[src/rtl/kbd_rx_pkg.sv]
package kbd_rx_pkg;
    localparam int FRAME_BITS = 11;
    localparam int DATA_BITS  = 8;
    localparam int SHIFT_BITS = FRAME_BITS - 1;  // start + data + parity
    localparam int CNT_W      = $clog2(FRAME_BITS);

    typedef logic [DATA_BITS-1:0] kbd_byte_t;
endpackage

[src/rtl/kbd_line_cond.sv]
// Synchronise one asynchronous line and accept a new level only once it
// has persisted for FILT_LEN consecutive system cycles.
module kbd_line_cond #(
    parameter int SYNC_STAGES = 2,
    parameter int FILT_LEN    = 4
) (
    input  logic clk,
    input  logic rst,
    input  logic raw_i,
    output logic level_o
);
    localparam int FCW = (FILT_LEN > 1) ? $clog2(FILT_LEN) : 1;

    typedef struct packed {
        logic [SYNC_STAGES-1:0] sync;
        logic [FCW-1:0]         cnt;
        logic                   level;
    } cond_t;

    cond_t s_d, s_q;
    logic  synced;

    assign synced = s_q.sync[SYNC_STAGES-1];

    always_comb begin
        s_d      = s_q;
        s_d.sync = {s_q.sync[SYNC_STAGES-2:0], raw_i};
        if (synced == s_q.level) begin
            s_d.cnt = '0;
        end else if (s_q.cnt == FCW'(FILT_LEN - 1)) begin
            s_d.level = synced;
            s_d.cnt   = '0;
        end else begin
            s_d.cnt = s_q.cnt + FCW'(1);
        end
    end

    always_ff @(posedge clk) begin
        if (rst) begin
            s_q.sync  <= '1;
            s_q.cnt   <= '0;
            s_q.level <= 1'b1;
        end else begin
            s_q <= s_d;
        end
    end

    assign level_o = s_q.level;
endmodule

[src/rtl/kbd_edge_det.sv]
// Registered high-to-low transition detector on a filtered level.
module kbd_edge_det (
    input  logic clk,
    input  logic rst,
    input  logic level_i,
    output logic fall_o
);
    typedef struct packed {
        logic prev;
        logic fall;
    } edge_t;

    edge_t e_d, e_q;

    always_comb begin
        e_d.prev = level_i;
        e_d.fall = e_q.prev & ~level_i;
    end

    always_ff @(posedge clk) begin
        if (rst) begin
            e_q.prev <= 1'b1;
            e_q.fall <= 1'b0;
        end else begin
            e_q <= e_d;
        end
    end

    assign fall_o = e_q.fall;
endmodule

[src/rtl/kbd_frame_asm.sv]
// Collect bits on each falling keyboard-clock pulse, check framing and
// parity on the eleventh bit, abandon a stalled frame after a timeout.
module kbd_frame_asm
    import kbd_rx_pkg::*;
#(
    parameter int TIMEOUT_CYC = 5000
) (
    input  logic             clk,
    input  logic             rst,
    input  logic             fall_i,
    input  logic             dat_i,
    output kbd_byte_t        byte_o,
    output logic             valid_o,
    output logic             err_o,
    output logic [CNT_W-1:0] cnt_o
);
    localparam int TW = $clog2(TIMEOUT_CYC + 1);

    typedef struct packed {
        logic [CNT_W-1:0]      cnt;
        logic [SHIFT_BITS-1:0] sh;
        logic [TW-1:0]         tmr;
        kbd_byte_t             data;
        logic                  valid;
        logic                  err;
    } asm_t;

    asm_t a_d, a_q;

    logic      start_bit;
    logic      par_bit;
    kbd_byte_t pay;
    logic      last_bit;
    logic      bad_start;
    logic      bad_stop;
    logic      bad_par;

    // Shift register holds start in bit 0, payload in 8:1, parity in 9.
    assign start_bit = a_q.sh[0];
    assign pay       = a_q.sh[DATA_BITS:1];
    assign par_bit   = a_q.sh[SHIFT_BITS-1];
    assign last_bit  = (a_q.cnt == CNT_W'(FRAME_BITS - 1));
    assign bad_start = start_bit;
    assign bad_stop  = ~dat_i;
    assign bad_par   = ~(^{pay, par_bit});

    always_comb begin
        a_d       = a_q;
        a_d.valid = 1'b0;
        if (fall_i) begin
            a_d.tmr = '0;
            if (last_bit) begin
                a_d.cnt   = '0;
                a_d.data  = pay;
                a_d.err   = bad_start | bad_stop | bad_par;
                a_d.valid = 1'b1;
                a_d.sh    = '0;
            end else begin
                a_d.sh  = {dat_i, a_q.sh[SHIFT_BITS-1:1]};
                a_d.cnt = a_q.cnt + CNT_W'(1);
            end
        end else if (a_q.cnt != '0) begin
            if (a_q.tmr == TW'(TIMEOUT_CYC - 1)) begin
                a_d.cnt = '0;
                a_d.sh  = '0;
                a_d.tmr = '0;
            end else begin
                a_d.tmr = a_q.tmr + TW'(1);
            end
        end else begin
            a_d.tmr = '0;
        end
    end

    always_ff @(posedge clk) begin
        if (rst) begin
            a_q <= '0;
        end else begin
            a_q <= a_d;
        end
    end

    assign byte_o  = a_q.data;
    assign valid_o = a_q.valid;
    assign err_o   = a_q.err;
    assign cnt_o   = a_q.cnt;
endmodule

[src/rtl/kbd_frame_rx.sv]
module kbd_frame_rx
    import kbd_rx_pkg::*;
#(
    parameter int SYNC_STAGES = 2,
    parameter int FILT_LEN    = 4,
    parameter int TIMEOUT_CYC = 5000
) (
    input  logic       clk,
    input  logic       rst,
    input  logic       ps2_clk_i,
    input  logic       ps2_dat_i,
    output logic [7:0] rx_byte_o,
    output logic       rx_valid_o,
    output logic       rx_err_o
);
    logic             kclk_lvl;
    logic             kdat_lvl;
    logic             kclk_fall;
    logic [CNT_W-1:0] bit_cnt;
    kbd_byte_t        rx_byte;

    logic [1:0] raw_lines;
    logic [1:0] lvl_lines;

    assign raw_lines = {ps2_dat_i, ps2_clk_i};
    assign kclk_lvl  = lvl_lines[0];
    assign kdat_lvl  = lvl_lines[1];

    for (genvar g = 0; g < 2; g++) begin : g_line
        kbd_line_cond #(
            .SYNC_STAGES(SYNC_STAGES),
            .FILT_LEN   (FILT_LEN)
        ) u_cond (
            .clk    (clk),
            .rst    (rst),
            .raw_i  (raw_lines[g]),
            .level_o(lvl_lines[g])
        );
    end

    kbd_edge_det u_edge (
        .clk    (clk),
        .rst    (rst),
        .level_i(kclk_lvl),
        .fall_o (kclk_fall)
    );

    kbd_frame_asm #(
        .TIMEOUT_CYC(TIMEOUT_CYC)
    ) u_asm (
        .clk    (clk),
        .rst    (rst),
        .fall_i (kclk_fall),
        .dat_i  (kdat_lvl),
        .byte_o (rx_byte),
        .valid_o(rx_valid_o),
        .err_o  (rx_err_o),
        .cnt_o  (bit_cnt)
    );

    assign rx_byte_o = rx_byte;
endmodule

[config.mk]
export PLATFORM = sky130hd
export DESIGN_NAME = kbd_frame_rx
export DESIGN_NICKNAME = d
export VERILOG_FILES = /design/src/rtl/kbd_rx_pkg.sv /design/src/rtl/kbd_line_cond.sv /design/src/rtl/kbd_edge_det.sv /design/src/rtl/kbd_frame_asm.sv /design/src/rtl/kbd_frame_rx.sv
export SDC_FILE = /design/constraint.sdc
export NUM_CORES = 1
export LEC_CHECK = 0
export CAP_MARGIN = 20
export CORE_UTILIZATION = 40
export CTS_CLUSTER_SIZE = 24
export DETAILED_ROUTE_END_ITERATION = 16
export HOLD_SLACK_MARGIN = 0.06
export PLACE_DENSITY = 0.67
export SKIP_LAST_GASP = 1
export SLEW_MARGIN = 15
export SYNTH_ARGS = -nofsm -noshare
export SYNTH_HDL_FRONTEND = slang
export SYNTH_SLANG_ARGS = --single-unit
export TNS_END_PERCENT = 20
[constraint.sdc]
create_clock -name clk -period 3.6 [get_ports clk]
set_input_delay 1.08 -clock clk [delete_from_list [all_inputs] [get_ports clk]]
set_output_delay 1.08 -clock clk [all_outputs]
set_load 0.02 [all_outputs]
# After elaboration in Yosys (flattened, before gate mapping)
# Cells that the tools add are included.
dict set report word_totals {
  output_inout_bits 10
  elab_cells 53
  ff_bits 49
  inputBits 4
}
dict set report op_classes {
  bitwise_logic 10
  reduce_logical 12
  n_eq_ne 6
  n_addsub 4
  n_mux 7
}
# cell count
set ops {}
lappend ops {{14-bit 2-to-1 mux} 3}
lappend ops {{27-bit 2-to-1 mux} 1}
lappend ops {{13-bit 2-to-1 mux} 2}
lappend ops {{13-bit by 1-bit adder with 13-bit output, second input constant} 1}
lappend ops {{13-bit equality test, second input constant} 1}
lappend ops {{9-bit parity} 1}
lappend ops {{2-bit AND reduction} 4}
lappend ops {{1-bit NOT} 7}
lappend ops {{3-bit OR reduction} 2}
lappend ops {{2-bit by 1-bit adder with 2-bit output, second input constant} 2}
lappend ops {{4-bit by 1-bit adder with 4-bit output, second input constant} 1}
lappend ops {{2-bit equality test, second input constant} 2}
lappend ops {{4-bit equality test, second input constant} 1}
lappend ops {{2-bit nonzero test} 2}
lappend ops {{4-bit nonzero test} 1}
lappend ops {{4-bit OR reduction} 1}
lappend ops {{1-bit equality test} 2}
lappend ops {{2-bit 2-to-1 mux} 1}
lappend ops {{1-bit bitwise OR} 2}
lappend ops {{2-bit OR reduction} 1}
lappend ops {{1-bit AND} 1}

# Logic depth before layout (Yosys ltp)
# Gate-level depths: netlist of the first run.
dict set report depth {
  depth_word 4
  ltp_mapped 7
}

# By module
# Synthesis of the first run repeated with hierarchy kept, for this count alone.
dict set report hier_totals {
  cells_unflattened 214
  hier_area_um2 2082.0
}
# mod n_inst cells_each area_per_inst_um2
set modules_own_cells {}
lappend modules_own_cells {kbd_frame_asm 1 184 1685.4}
lappend modules_own_cells {kbd_line_cond 2 13 171.4}
lappend modules_own_cells {kbd_edge_det 1 4 53.8}

# Worst setup path after synthesis of the first run
# No wires, ideal clock.
dict set report synth_path {
  kind {in2reg}
  from {in rst}
  to {reg g_line[0].u_cond.s_q, in the netlist g_line[0].u_cond.s_d[4]}
  arrival_ns 1.522
  cell_stages 2
  setup_time_ns 0.123
  slack_ns 1.955
  path_cell_list {clkbuf_1 or2_2}
}
# item line_no
set synth_lines {}
lappend synth_lines {{from (decl)} kbd_frame_rx.sv:9} ;# input logic rst,
lappend synth_lines {{to (decl)} kbd_line_cond.sv:20} ;# cond_t s_d, s_q;
# No word-level cell between the ends.

# Final worst setup path of the first run
dict set report layout_path {
  from {reg u_asm.a_q, in the netlist u_asm.err_o}
  to {out rx_err_o}
}
# item line_no
set layout_lines {}
lappend layout_lines {{from (decl)} kbd_frame_asm.sv:28} ;# asm_t a_d, a_q;
lappend layout_lines {{from (signal assigned)} kbd_frame_asm.sv:77} ;# a_q <= '0;
lappend layout_lines {{from (signal assigned)} kbd_frame_asm.sv:79} ;# a_q <= a_d;
lappend layout_lines {{to (decl)} kbd_frame_rx.sv:14} ;# output logic rx_err_o
# No word-level cell between the ends.

==> qor.csv, run 1 <==
metric;value;unit
final.min_clock_period;2340;ps
unrepaired_setup_endpoints_after_global_routing;no;
yosys-top-cells-area;sky130_fd_sc_hd__dfxtp_1, sky130_fd_sc_hd__nor2_1, sky130_fd_sc_hd__xnor2_1;
setup.worst_path.end_class;primary output;
layout-area-overhead-vs-synth;9.94;%
total_leakage_power;0.779;nW
final-instance-count-excl-fill;287;
h-tree-depth;2;
cts.sinks;49;
synth_ff_type;sky130_fd_sc_hd__dfxtp_1;
vias;1388;
drt_iter0_markers;83;
maxSlewHeadroom;0.580;
worstSetupStartpointType;flop;
die_height;73.6;um
num_io_pins;14;
initial_core_utilization;0.426;
reg2reg_depth;6;
cts_buffers;5;
ctsRootBufferMaster;sky130_fd_sc_hd__clkbuf_8;
grt_pass1_wl;5440;um
worst_setup_hold_path_clk_slew;100;ps
mappedNetlistArea;2050;um^2
hold_slack;413;ps
seq_area_frac_synth;0.478;
gpl.final_weighted_congestion;0.776;
synthDominantAreaCellType;sky130_fd_sc_hd__dfxtp_1;
layout-drive-gt1-share;0.0955;
post-place-cells;279;
syn-instance-count;214;
worst-path-stages;1;
cap_violations;0;
grt_start_max_net_pins;27;
crit_path_cell_trace;clkdlybuf4s50_1;
route.detailed.vias_per_inst;4.84;
final_setup_viols;0;
1st_pass_router_iterations;4;
grt.overflow.total;0;
number_of_global_route_vias_before_repair;1215;
wl;3190;um
synth_async_sr_flop_share;0;
timing.critical_path.max_delay_family;buffers and inverters;
io_buffers;13;
powerDensity;391;nW/um^2
cts_hold_buffers;0;
design.core.area;4820;um^2
drc_errors;0;
dieArea;5420;um^2
final_hold_fails;0;
final_max_slew_viol_count;0;
timing.fmax;427;MHz
timing.hold.worst_path_depth;2;
critPathMaxFanout;2;
worst-setup-path-type;reg2out;
grt_usage;0.132;
insertion_delay;310;ps
setup_total_negative_slack;0;ps
cp.required;2520;ps
crit_slowest_cell;sky130_fd_sc_hd__clkdlybuf4s50_1;
dieWidth;73.6;um
dp_hpwl;2100;um
synthMostInstantiatedCell;sky130_fd_sc_hd__dfxtp_1;
wire_per_inst;11.1;um
worst_path_arrival_time;1260;ps
final_antenna_net_count;0;
cts_resized;0;
post-synth-top-area-fraction;0.478;
cpPeakStageDelay;610;ps
post_synth_edffs;0;
cts_tree;built;
design.final.nets;229;
skew;9.94;ps
std_cell_rows;25;
diodes;0;
syn-num-nets;224;
hold_path_class;reg2reg;
yosys_warning_total;0;
ys_top_cells_by_count;sky130_fd_sc_hd__dfxtp_1, sky130_fd_sc_hd__nor2_1, sky130_fd_sc_hd__nand2_1;
number_of_antenna_violations_at_the_first_check_in_global_routing;0;
synth_area_per_cell;9.58;um^2
critical_path_buf_inv_count;1;
vdd.ir_drop.worst;0.206;mV
worst-slew-pin-transition;627;ps
final_core_util;0.468;
final_min_period_over_clock_period;0.650;
postSynthRegisterBits;49;
clk_path_buf_depth;2;
synth_cell_types;34;
post_cts.repair.setup_buffers;0;
status;finished clean;
==> final cells by class <==
cell class / count / area (um^2)
Fill cell: 485 / 2560
Sequential cell: 49 / 981
Multi-Input combinational cell: 143 / 940
Timing Repair Buffer: 14 / 138
Tap cell: 67 / 83.8
Clock buffer: 5 / 68.8
Inverter: 6 / 22.5
Clock inverter: 3 / 21.3
==> logic make-up (layout without fill, tap and decap cells) <==
| kind of cell | Yosys count | after routing | synth area share |
|---|---|---|---|
| multiplexers | 1 | 1 | 0.00488 |
| XOR/XNOR | 20 | 20 | 0.0921 |
| adder cells (fa/ha/maj) | 6 | 6 | 0.0366 |
| flip-flops | 49 | 49 | 0.478 |
| AO/OA/AOI/OAI | 28 | 28 | 0.105 |
| AND/OR/NAND/NOR | 88 | 88 | 0.220 |
| buffers and inverters | 22 | 28 | 0.0635 |
==> worst paths after layout <==
check | start | to | slack (ps)
hold reg to reg | u_edge.e_q[1] | u_edge.fall_o | 410
hold / removal | u_edge.e_q[1] | u_edge.fall_o | 410
setup reg to reg | u_asm.cnt_o[0] | u_asm.cnt_o[2] | 1730
setup / recovery | u_asm.err_o | rx_err_o | 1260
==> where the power goes <==
part / switching, mW / internal (mW)
registers: 0.00123 / 0.544
logic: 0.00695 / 0.00610
clock network: 0.185 / 0.138
total: 0.193 / 0.688
==> sequential cells by signal, indices dropped and copies added (netlist names), 2 cells and up <==
register and cells:
g_line.u_cond.level_o 2, g_line.u_cond.s_d 2, g_line.u_cond.s_q 6, u_asm.cnt_o 4, u_asm.a_q 23, u_asm.byte_o 8
==> metrics by stage <==
step,power [mW],area (um^2),worst slack [ps]
after floorplan,0.565,2050,1960
after global placement,0.571,2160,1160
after detailed placement,0.571,2160,1140
after CTS,0.894,2250,1240
after global routing,0.917,2250,1210
final,0.881,2250,1260
==> metal layers <==
metal  vias up  routed length (um)  global-route usage
li1        726                   -                   -
met1       640                1720               0.173
met2        16                1310               0.197
met3         6                  94              0.0453
met4         0                  57              0.0577
met5         -                   0                   0
==> cells in the final DEF, fill, tap and decap left out, drive strengths merged, types with 4 or more instances in the layout <==
master and instances:
a22oi 11, nor2 32, or2 5, and3 4
a21oi 9, nand3 6, dfxtp 49, nand2 21
inv 7, ha 6, clkdlybuf4s50 13, xor2 7
nand4 4, clkbuf 5, xnor2 12
No activity file was read; power rests on OpenSTA's default activity.
==> run 2: changes to the inputs <==
==> constraint.sdc (replaced) <==
create_clock -name clk -period 2.25 [get_ports clk]
set_input_delay 0.675 -clock clk [delete_from_list [all_inputs] [get_ports clk]]
set_output_delay 0.675 -clock clk [all_outputs]
set_load 0.02 [all_outputs]
==> qor.csv, run 2 (synthesis gave the netlist of run 1 again) <==
metric;value;unit
status;finished clean;
timing.fmax;518;MHz
share_seq_of_total_power;0.569;
powerDensity;666;nW/um^2
final_area;2300;um^2
timing.critical_path.max_delay_family;buffers and inverters;
vdd.ir_drop.worst;0.415;mV
largest-register;u_asm.a_q;
crit_path_cell_trace;clkdlybuf4s50_1;
worst_path_arrival_time;1260;ps
maxSlewHeadroom;0.680;
hold_slack;412;ps
drt_iter0_markers;75;
clk_path_buf_depth;2;
timing.critical_path.to;rx_err_o;
net-switching-power;0.291;mW
grt.overflow.total;0;
cts_hold_buffers;0;
initial_core_utilization;0.426;
diodes;0;
setup.worst_path.end_class;primary output;
cpPeakStageDelay;610;ps
post_cts.repair.setup_buffers;0;
h-tree-depth;2;
layout.cells.most_common_list;sky130_fd_sc_hd__dfxtp_1, sky130_fd_sc_hd__nor2_1, sky130_fd_sc_hd__nand2_1;
number_of_global_route_vias_before_repair;1260;
timing.hold.worst_path_depth;1;
drc_errors;0;
unrepaired_setup_endpoints_after_global_routing;no;
switching_share;0.190;
cts_buffers;5;
dp_hpwl;2200;um
nFillCells;486;
number_of_antenna_violations_at_the_first_check_in_global_routing;0;
std_cell_rows;25;
post-route-worst-setup-slack;318;ps
io_buffers;13;
largest_register_ff_count;23;
hold_path_class;reg2reg;
design.core.area;4820;um^2
regToRegSetupSlack;570;ps
setup_total_negative_slack;0;ps
skew;6.20;ps
final_min_period_over_clock_period;0.859;
reg2reg_depth;6;
internal_power_component;1.24;mW
critPathMaxFanout;2;
power.share.combinational;0.014;
post-place-cells;282;
final_core_util;0.478;
cts_tree;built;
wire_per_inst;11.0;um
dp_slack;200;ps
worst_r2r_startpoint;u_asm.cnt_o[0];
dieArea;5420;um^2
worst_setup_hold_path_clk_slew;80;ps
regToRegEndpoint;u_asm.a_q[22];
final_max_slew_viol_count;0;
grt_usage;0.139;
num_io_pins;14;
dieWidth;73.6;um
route.detailed.vias_per_inst;4.81;
final-instance-count-excl-fill;290;
worstSetupStartpointType;flop;
final.min_clock_period;1930;ps
cts_resized;0;
die_height;73.6;um
grt_pass1_wl;5550;um
final_antenna_net_count;0;
worst-setup-path-type;reg2out;
vias;1396;
power.total;1.53;mW
cp.required;1570;ps
ctsRootBufferMaster;sky130_fd_sc_hd__clkbuf_8;
insertion_delay;300;ps
design.final.nets;232;
final_setup_viols;0;
final_hold_fails;0;
cts.sinks;49;
grt_start_max_net_pins;24;
detailed_place.area;2190;um^2
layout-drive-gt1-share;0.103;
crit_slowest_cell;sky130_fd_sc_hd__clkdlybuf4s50_1;
cap_violations;0;
layout_commonest_cell;sky130_fd_sc_hd__dfxtp_1;
worst-path-stages;1;
layout-area-overhead-vs-synth;12.3;%
gpl.final_weighted_congestion;0.772;
worstSetupStartpoint;u_asm.err_o;
critical_path_buf_inv_count;1;
worst-slew-pin-transition;477;ps
wl;3200;um
clock_power_share;0.418;
1st_pass_router_iterations;4;
total_leakage_power;0.808;nW
run 2: layout make-up:
cell class                      instances  area, um^2  share of cell area
Tap cell                               67        83.8              0.0364
Multi-Input combinational cell        143         940               0.408
Sequential cell                        49         981               0.426
Clock inverter                          1        30.0              0.0130
Timing Repair Buffer                   17         160              0.0695
Inverter                                6        22.5             0.00978
Clock buffer                            7        86.3              0.0375
run 2: worst min path at each step:
stage / slack, ps / endpoint / start
after detailed placement: 400 / g_line[0].u_cond.s_q[4] / g_line[0].u_cond.s_d[4]
final: 410 / g_line[0].u_cond.s_q[4] / g_line[0].u_cond.s_d[4]
after floorplan: 390 / g_line[0].u_cond.s_q[4] / g_line[0].u_cond.s_d[4]
after global placement: 390 / g_line[0].u_cond.s_q[4] / g_line[0].u_cond.s_d[4]
after CTS: 410 / g_line[0].u_cond.s_q[4] / g_line[0].u_cond.s_d[4]
after global routing: 430 / g_line[0].u_cond.s_q[4] / g_line[0].u_cond.s_d[4]
run 2: layer usage:
layer  global-route usage  routed length, um  up-vias  share of wire
met5                    0                  0        -              0
met4               0.0962                 67        0          0.021
met3               0.0329                103        6          0.032
met2                0.208               1390       15           0.43
met1                0.176               1640      646           0.51
li1                     -                  -      729              -
run 2: power groups by stage:
| stage | Clock [mW] | Combinational [mW] | Sequential (mW) |
|---|---|---|---|
| detailed placement | 0 | 0.0213 | 0.893 |
| floorplan | 0 | 0.0119 | 0.893 |
| CTS | 0.661 | 0.0214 | 0.873 |
| global placement | 0 | 0.0208 | 0.893 |
| finish | 0.641 | 0.0210 | 0.872 |
| global route | 0.695 | 0.0234 | 0.873 |
